<file path="config.mk">
export PLATFORM = sky130hd
export DESIGN_NAME = stereo_ramp_gain
export DESIGN_NICKNAME = d
export VERILOG_FILES = /design/src/rtl/ramp_gain_pkg.sv /design/src/rtl/rg_target_regs.sv /design/src/rtl/rg_ramp.sv /design/src/rtl/rg_scaler.sv /design/src/rtl/stereo_ramp_gain.sv
export SDC_FILE = /design/constraint.sdc
export NUM_CORES = 2
export LEC_CHECK = 0
export BUFFER_PORTS_ARGS = -buffer_cell sky130_fd_sc_hd__clkbuf_2
export CAP_MARGIN = 20
export CELL_PAD_IN_SITES_DETAIL_PLACEMENT = 0
export CELL_PAD_IN_SITES_GLOBAL_PLACEMENT = 1
export CORE_UTILIZATION = 35
export CTS_CLUSTER_DIAMETER = 50
export DETAILED_ROUTE_END_ITERATION = 12
export GPL_TIMING_DRIVEN = 0
export PLACE_DENSITY = 0.7
export SLEW_MARGIN = 20
export SYNTH_ARGS = -nofsm -noshare
export SYNTH_HDL_FRONTEND = slang
export SYNTH_SLANG_ARGS = --single-unit
</file>
<file path="constraint.sdc">
create_clock -name clk -period 8.3 [get_ports clk]
set_input_delay 0.415 -clock clk [delete_from_list [all_inputs] [get_ports clk]]
set_output_delay 0.415 -clock clk [all_outputs]
set_load 0.01 [all_outputs]
</file>
<file path="src/rtl/ramp_gain_pkg.sv">
package ramp_gain_pkg;
  localparam int NUM_CH = 2;

  typedef enum logic {
    CH_LEFT  = 1'b0,
    CH_RIGHT = 1'b1
  } chan_e;
endpackage

</file>
<file path="src/rtl/rg_target_regs.sv">
module rg_target_regs #(
  parameter int GAIN_W = 14,
  parameter int NCH    = 2,
  localparam int SEL_W = (NCH > 1) ? $clog2(NCH) : 1
) (
  input  logic              clk,
  input  logic              rst_n,
  input  logic              wr_en,
  input  logic [SEL_W-1:0]  wr_chan,
  input  logic [GAIN_W-1:0] wr_gain,
  input  logic              frame_clk,
  output logic [GAIN_W-1:0] target [NCH]
);

  logic              frame_q;
  logic              frame_edge;
  logic [GAIN_W-1:0] stored_q [NCH];
  logic [GAIN_W-1:0] stored_d [NCH];
  logic [GAIN_W-1:0] tgt_q    [NCH];
  logic [GAIN_W-1:0] tgt_d    [NCH];

  assign frame_edge = frame_clk ^ frame_q;

  always_ff @(posedge clk or negedge rst_n) begin
    if (!rst_n) frame_q <= 1'b0;
    else        frame_q <= frame_clk;
  end

  for (genvar c = 0; c < NCH; c++) begin : g_ch
    localparam logic [SEL_W-1:0] IDX = SEL_W'(c);

    always_comb begin
      stored_d[c] = stored_q[c];
      if (wr_en && (wr_chan == IDX)) stored_d[c] = wr_gain;
    end

    always_comb begin
      tgt_d[c] = tgt_q[c];
      if (frame_edge) tgt_d[c] = stored_q[c];
    end

    always_ff @(posedge clk or negedge rst_n) begin
      if (!rst_n) begin
        stored_q[c] <= '1;
        tgt_q[c]    <= '1;
      end else begin
        stored_q[c] <= stored_d[c];
        tgt_q[c]    <= tgt_d[c];
      end
    end

    assign target[c] = tgt_q[c];
  end

endmodule

</file>
<file path="src/rtl/rg_ramp.sv">
module rg_ramp #(
  parameter int GAIN_W = 14,
  parameter int FINE_W = 4,
  localparam int COARSE_W = GAIN_W - FINE_W
) (
  input  logic              clk,
  input  logic              rst_n,
  input  logic [GAIN_W-1:0] target,
  input  logic              muted,
  input  logic              step_en,
  output logic [GAIN_W-1:0] gain
);

  logic [GAIN_W-1:0]   eff_tgt;
  logic [COARSE_W-1:0] eff_coarse;
  logic [FINE_W-1:0]   eff_fine;
  logic [COARSE_W-1:0] coarse_q, coarse_d;
  logic [FINE_W-1:0]   fine_q, fine_d;

  assign eff_tgt    = muted ? '0 : target;
  assign eff_coarse = eff_tgt[GAIN_W-1:FINE_W];
  assign eff_fine   = eff_tgt[FINE_W-1:0];

  always_comb begin
    coarse_d = coarse_q;
    if (step_en) begin
      if (coarse_q < eff_coarse)      coarse_d = coarse_q + 1'b1;
      else if (coarse_q > eff_coarse) coarse_d = coarse_q - 1'b1;
    end
  end

  always_comb begin
    fine_d = eff_fine;
  end

  always_ff @(posedge clk or negedge rst_n) begin
    if (!rst_n) begin
      coarse_q <= '1;
      fine_q   <= '1;
    end else begin
      coarse_q <= coarse_d;
      fine_q   <= fine_d;
    end
  end

  assign gain = {coarse_q, fine_q};

endmodule

</file>
<file path="src/rtl/rg_scaler.sv">
module rg_scaler #(
  parameter int DATA_W = 24,
  parameter int GAIN_W = 14,
  localparam int PW = DATA_W + GAIN_W + 1
) (
  input  logic              clk,
  input  logic              rst_n,
  input  logic              en,
  input  logic [DATA_W-1:0] din,
  input  logic [GAIN_W-1:0] gain,
  output logic [DATA_W-1:0] dout
);

  localparam logic signed [PW-1:0] BIAS  = PW'((64'sd1 <<< GAIN_W) - 64'sd1);
  localparam logic signed [PW-1:0] MAX_V = PW'((64'sd1 <<< (DATA_W - 1)) - 64'sd1);
  localparam logic signed [PW-1:0] MIN_V = -PW'(64'sd1 <<< (DATA_W - 1));

  logic signed [PW-1:0]     prod;
  logic signed [PW-1:0]     biased;
  logic signed [PW-1:0]     shifted;
  logic        [DATA_W-1:0] clipped;
  logic        [DATA_W-1:0] dout_q, dout_d;

  assign prod    = PW'($signed(din)) * $signed({{(PW-GAIN_W){1'b0}}, gain});
  assign biased  = prod + (prod[PW-1] ? BIAS : '0);
  assign shifted = biased >>> GAIN_W;

  always_comb begin
    if (shifted > MAX_V)      clipped = MAX_V[DATA_W-1:0];
    else if (shifted < MIN_V) clipped = MIN_V[DATA_W-1:0];
    else                      clipped = shifted[DATA_W-1:0];
  end

  always_comb begin
    dout_d = dout_q;
    if (en) dout_d = clipped;
  end

  always_ff @(posedge clk or negedge rst_n) begin
    if (!rst_n) dout_q <= '0;
    else        dout_q <= dout_d;
  end

  assign dout = dout_q;

endmodule

</file>
<file path="src/rtl/stereo_ramp_gain.sv">
module stereo_ramp_gain #(
  parameter int DATA_W = 24,
  parameter int GAIN_W = 14,
  parameter int FINE_W = 4
) (
  input  logic              clk,
  input  logic              rst_n,
  input  logic              wr_en,
  input  logic              wr_chan,
  input  logic [GAIN_W-1:0] wr_gain,
  input  logic              frame_clk,
  input  logic              mute_pin,
  input  logic              soft_mute,
  input  logic              sample_valid,
  input  logic [DATA_W-1:0] in_left,
  input  logic [DATA_W-1:0] in_right,
  output logic [DATA_W-1:0] out_left,
  output logic [DATA_W-1:0] out_right,
  output logic              out_valid,
  output logic [GAIN_W-1:0] gain_left,
  output logic [GAIN_W-1:0] gain_right
);
  import ramp_gain_pkg::*;

  logic [GAIN_W-1:0] target [NUM_CH];
  logic [GAIN_W-1:0] gain   [NUM_CH];
  logic [DATA_W-1:0] din    [NUM_CH];
  logic [DATA_W-1:0] dout   [NUM_CH];
  logic              muted;
  logic              valid_q, valid_d;

  assign muted = mute_pin | soft_mute;

  assign din[int'(CH_LEFT)]  = in_left;
  assign din[int'(CH_RIGHT)] = in_right;

  rg_target_regs #(
    .GAIN_W (GAIN_W),
    .NCH    (NUM_CH)
  ) u_targets (
    .clk       (clk),
    .rst_n     (rst_n),
    .wr_en     (wr_en),
    .wr_chan   (wr_chan),
    .wr_gain   (wr_gain),
    .frame_clk (frame_clk),
    .target    (target)
  );

  for (genvar c = 0; c < NUM_CH; c++) begin : g_chan
    rg_ramp #(
      .GAIN_W (GAIN_W),
      .FINE_W (FINE_W)
    ) u_ramp (
      .clk     (clk),
      .rst_n   (rst_n),
      .target  (target[c]),
      .muted   (muted),
      .step_en (sample_valid),
      .gain    (gain[c])
    );

    rg_scaler #(
      .DATA_W (DATA_W),
      .GAIN_W (GAIN_W)
    ) u_scale (
      .clk   (clk),
      .rst_n (rst_n),
      .en    (sample_valid),
      .din   (din[c]),
      .gain  (gain[c]),
      .dout  (dout[c])
    );
  end

  always_comb begin
    valid_d = sample_valid;
  end

  always_ff @(posedge clk or negedge rst_n) begin
    if (!rst_n) valid_q <= 1'b0;
    else        valid_q <= valid_d;
  end

  assign out_valid  = valid_q;
  assign out_left   = dout[int'(CH_LEFT)];
  assign out_right  = dout[int'(CH_RIGHT)];
  assign gain_left  = gain[int'(CH_LEFT)];
  assign gain_right = gain[int'(CH_RIGHT)];

endmodule

</file>
==> impl_metrics.json <==
{
  "outcome": "finished, violations left",
  "violations_in_the_final_reports": "negative setup slack",
  "synth-compound-area-share_pct": 9.568,
  "placement.cell_area_um2": 35760,
  "critical-path-top-cell-by-count": "sky130_fd_sc_hd__fa_1",
  "cts_inserted_buffers": 17,
  "ff2ff_setup_slack_ns": -0.47,
  "vias": 25590,
  "rsz_0062_raised_after_global_routing": "true",
  "die_area_um2": 95540,
  "i_o_pin_count": 147,
  "synth_top_family_by_area": "adder cells",
  "timing_hold_violations_final": 0,
  "port-buffer-count": 146,
  "ys_seq_elements": 134,
  "timing.clock.skew_ns": 0.02277,
  "shortest_period_the_worst_path_allows_ns": 8.771,
  "drt_pass1_iterations": 5,
  "synth_xor_area_share_pct": 3.791,
  "fillerInstances": 9209,
  "gp_routability_congestion": 0.8882,
  "path_class": "flip-flop to flip-flop",
  "final_min_period_over_clock_period_pct": 105.7,
  "grt_util_all_layers_pct": 21.58,
  "critPathRequiredTime_ns": 8.68,
  "worst_skew_pair.late_latency_ns": 0.47,
  "num-nets-final": 4830,
  "start_util_pct": 35.37,
  "crit_path_max_incr_delay_ns": 0.72,
  "grt_antenna_before_repair": 5,
  "n_antenna_cell": 0,
  "die_h_um": 309.1,
  "synth_flop_cell": "sky130_fd_sc_hd__dfstp_2",
  "tritoncts": "done",
  "clock-sinks": 134,
  "route.detailed.wl_per_inst_um": 19.38,
  "synthesis.area_um2": 33010,
  "synth.yosys.seq_area_share_pct": 10.48,
  "cts-htree-levels": 4,
  "final_antenna_net_count": 0,
  "mapped_cells": 3575,
  "worstSetupEndpoint": "g_chan[0].u_scale.dout[12]$_DFFE_PN0P_",
  "timing.rr.start": "g_chan[0].u_ramp.fine_q[0]$_DFF_PN1_",
  "core-area_um2": 93330,
  "async_set_or_reset_flop_fraction_in_the_synthesized_netlist_pct": 100.0,
  "maxSlewViolCount": 0,
  "finish.instance_area_um2": 39870,
  "worstReg2RegEnd": "g_chan[0].u_scale.dout[12]$_DFFE_PN0P_",
  "final_setup_violation_count": 48,
  "synth-simple-area-share_pct": 16.44,
  "max_capacitance_violation_count": 0,
  "dp_hpwl_um": 80770,
  "clk_pin_slew_ns": 0.09,
  "worst_ep_arrival_time_ns": 9.16,
  "fraction_of_final_layout_cells_sized_beyond_drive_strength_1_pct": 22.00,
  "maxSlewHeadroom_pct": 30.01,
  "final_critical_path_setup_slack_ns": -0.4712,
  "grt_pass1_wl_um": 157600,
  "worst-slew-pin-transition_ns": 1.045,
  "ys_warn_count": 0,
  "crit_start": "g_chan[0].u_ramp.fine_q[0]$_DFF_PN1_",
  "grt_start_max_net_pins": 74,
  "synth_cell_types": 96,
  "vias_in_the_first_global_route": 27080,
  "overflow": 0,
  "critical_path.slowest_cell": "sky130_fd_sc_hd__dfstp_4",
  "synth_enable_flop_cells": 0,
  "cts-root-buf": "sky130_fd_sc_hd__clkbuf_16",
  "critPathCaptureType": "flip-flop",
  "kind_of_start_point_of_the_critical_path": "flip-flop",
  "vias_per_cell": 4.952,
  "syn_avg_cell_area_um2": 9.233,
  "min_from": "frame_clk",
  "drc": 0,
  "holdCritPathClass": "input pin to flip-flop",
  "synth_adder_area_share_pct": 46.96,
  "worst_r2r_path_depth": 32,
  "max-clock-path-buffers": 2,
  "max_freq_ghz": 0.1140,
  "row_count": 112,
  "layout_area_overhead_pct": 20.80,
  "chipWidth_um": 309.1,
  "muxShareOfSynthArea_pct": 2.703,
  "crit_fanout": 8,
  "routed_wirelength_um": 100100,
  "mapped_nets": 4505,
  "final.hold.worst_slack_ns": 0.08273,
  "dr.first_iter.drc_count": 1411
}
## repair_timing
action | CTS | global route
hold buffers | 1 | 0
setup buffers | 121 | 45
setup endpoints to repair | 48 | 48
pin swaps | 115 | 102
resized for setup | 314 | 174
hold endpoints to repair | 1 | 0
cloned | 9 | 3
## cell usage in the layout, fill, tap and decap left out, types with 24 or more instances in the layout
cell type / n
sky130_fd_sc_hd__inv_1: 693
sky130_fd_sc_hd__fa_1: 603
sky130_fd_sc_hd__and2_1: 416
sky130_fd_sc_hd__nand2_1: 335
sky130_fd_sc_hd__ha_1: 186
sky130_fd_sc_hd__clkbuf_2: 152
sky130_fd_sc_hd__buf_4: 148
sky130_fd_sc_hd__a21oi_1: 98
sky130_fd_sc_hd__xnor2_1: 91
sky130_fd_sc_hd__nor2_1: 78
sky130_fd_sc_hd__mux2_2: 73
sky130_fd_sc_hd__dfstp_2: 64
sky130_fd_sc_hd__clkbuf_1: 61
sky130_fd_sc_hd__dfrtp_1: 50
sky130_fd_sc_hd__o21ai_0: 44
sky130_fd_sc_hd__xor2_1: 38
sky130_fd_sc_hd__clkbuf_16: 36
sky130_fd_sc_hd__ha_4: 33
sky130_fd_sc_hd__buf_6: 32
sky130_fd_sc_hd__a21o_1: 31
sky130_fd_sc_hd__a21oi_2: 31
sky130_fd_sc_hd__nor3_1: 29
sky130_fd_sc_hd__fa_2: 27
sky130_fd_sc_hd__clkbuf_8: 25
sky130_fd_sc_hd__o21a_1: 24
sky130_fd_sc_hd__o2bb2ai_1: 24
## layout make-up
class	count	area, um2	area share [%]
multi-input combinational	2567	27780	69.68
sequential	134	3533	8.862
inverter	715	2694	6.756
timing repair buffer	319	2267	5.686
tap	1254	1569	3.935
buffer	146	1395	3.499
clock buffer	17	425.4	1.067
clock inverter	15	205.2	0.5146
## metrics by stage
step	setup TNS, ns	setup WS (ns)	std cells	utilization, %
2_1_floorplan	-0.1304	-0.01656	3575	-
3_3_place_gp	-73.81	-1.665	4975	38.28
3_5_place_dp	-74.46	-1.659	4976	38.32
4_1_cts	-17.53	-0.5855	5129	41.66
5_1_grt	-29.21	-0.7730	5167	42.72
6_report	-14.81	-0.4712	5167	42.72
## cell families (layout without fill, tap and decap cells)
logic type | after synthesis | after routing
simple gates | 1037 | 1037
buf+inv | 874 | 1212
fa+ha+maj | 861 | 861
compound gates | 450 | 450
xor+xnor | 139 | 139
flops | 134 | 134
mux | 80 | 80
## cells in the mapped netlist, types with 5 or more instances
cell | n | area [um2]
sky130_fd_sc_hd__mux2i_1 | 7 | 70.07
sky130_fd_sc_hd__nand3b_1 | 7 | 52.55
sky130_fd_sc_hd__nand2_1 | 351 | 1318
sky130_fd_sc_hd__nor4_1 | 6 | 37.54
sky130_fd_sc_hd__nor2b_1 | 11 | 68.82
sky130_fd_sc_hd__a22oi_1 | 6 | 45.04
sky130_fd_sc_hd__mux2_2 | 73 | 822.0
sky130_fd_sc_hd__inv_1 | 715 | 2684
sky130_fd_sc_hd__and3_1 | 9 | 56.30
sky130_fd_sc_hd__xor2_1 | 40 | 350.3
sky130_fd_sc_hd__buf_2 | 17 | 85.08
sky130_fd_sc_hd__nor2_1 | 84 | 315.3
sky130_fd_sc_hd__o31ai_1 | 13 | 97.59
sky130_fd_sc_hd__or4_1 | 5 | 37.54
sky130_fd_sc_hd__dfrtp_1 | 50 | 1251
sky130_fd_sc_hd__o211a_1 | 5 | 50.05
sky130_fd_sc_hd__clkbuf_1 | 136 | 510.5
sky130_fd_sc_hd__o2111ai_1 | 6 | 52.55
sky130_fd_sc_hd__nand3_1 | 30 | 150.1
sky130_fd_sc_hd__o21bai_1 | 18 | 135.1
sky130_fd_sc_hd__a2111oi_0 | 5 | 43.79
sky130_fd_sc_hd__nand4_1 | 23 | 143.9
sky130_fd_sc_hd__nor3_1 | 32 | 160.2
sky130_fd_sc_hd__xnor2_1 | 97 | 849.6
sky130_fd_sc_hd__and2_1 | 423 | 2646
sky130_fd_sc_hd__a21oi_1 | 137 | 685.7
sky130_fd_sc_hd__and4_1 | 5 | 43.79
sky130_fd_sc_hd__dfstp_2 | 84 | 2207
sky130_fd_sc_hd__a211oi_1 | 15 | 112.6
sky130_fd_sc_hd__o21ai_0 | 54 | 270.3
sky130_fd_sc_hd__ha_1 | 230 | 2878
sky130_fd_sc_hd__o21a_1 | 24 | 180.2
sky130_fd_sc_hd__nor3b_1 | 6 | 45.04
sky130_fd_sc_hd__a31oi_1 | 14 | 87.58
sky130_fd_sc_hd__o211ai_1 | 13 | 97.59
sky130_fd_sc_hd__fa_1 | 630 | 12610
sky130_fd_sc_hd__a211o_1 | 5 | 43.79
sky130_fd_sc_hd__a21o_1 | 31 | 232.7
sky130_fd_sc_hd__or3_1 | 15 | 93.84
sky130_fd_sc_hd__o31a_1 | 5 | 43.79
sky130_fd_sc_hd__o2bb2ai_1 | 35 | 306.5
sky130_fd_sc_hd__a311oi_1 | 5 | 43.79
sky130_fd_sc_hd__o2bb2ai_2 | 10 | 150.1
sky130_fd_sc_hd__nand2b_1 | 6 | 37.54
## flip-flops by register name (all words and copies together) (netlist names)
name	cells
u_targets.stored_q	28
out_valid	1
g_chan.u_ramp.coarse_q	20
u_targets.target	28
u_targets.frame_q	1
g_chan.u_scale.dout	48
g_chan.u_ramp.fine_q	8
## metal layers
metal  global-route usage (%)  up-vias  wire, um
met5                        0        -        13
met4                    4.617        2      2156
met3                    3.254      104      5049
met2                    34.79      601     46150
met1                    30.55    13080     46760
li1                         -    11800         -
## critical path: cells and delay by family, from the launching register on
family                   cells  cell delay, ns
AND/OR/NAND/NOR              6            1.11
buffers and inverters        8            1.15
flip-flops                   1            0.72
XOR/XNOR                     1            0.33
AO/OA/AOI/OAI                9            2.03
adder cells (fa/ha/maj)      8            3.31
## worst min-delay path by stage
stage	cells past startpoint	slack (ns)	end
2_1_floorplan	0	0.12	g_chan[0].u_scale.dout[0]$_DFFE_PN0P_
6_report	1	0.08	u_targets.frame_q$_DFF_PN0_
5_1_grt	1	0.07	u_targets.frame_q$_DFF_PN0_
4_1_cts	1	0.05	u_targets.frame_q$_DFF_PN0_
3_5_place_dp	1	0.45	u_targets.frame_q$_DFF_PN0_
3_3_place_gp	1	0.47	g_chan[0].u_scale.dout[6]$_DFFE_PN0P_
Power is left out: the tool's default activity adds up to more than one toggle a clock period on the data nets, which glitch-free logic cannot reach.
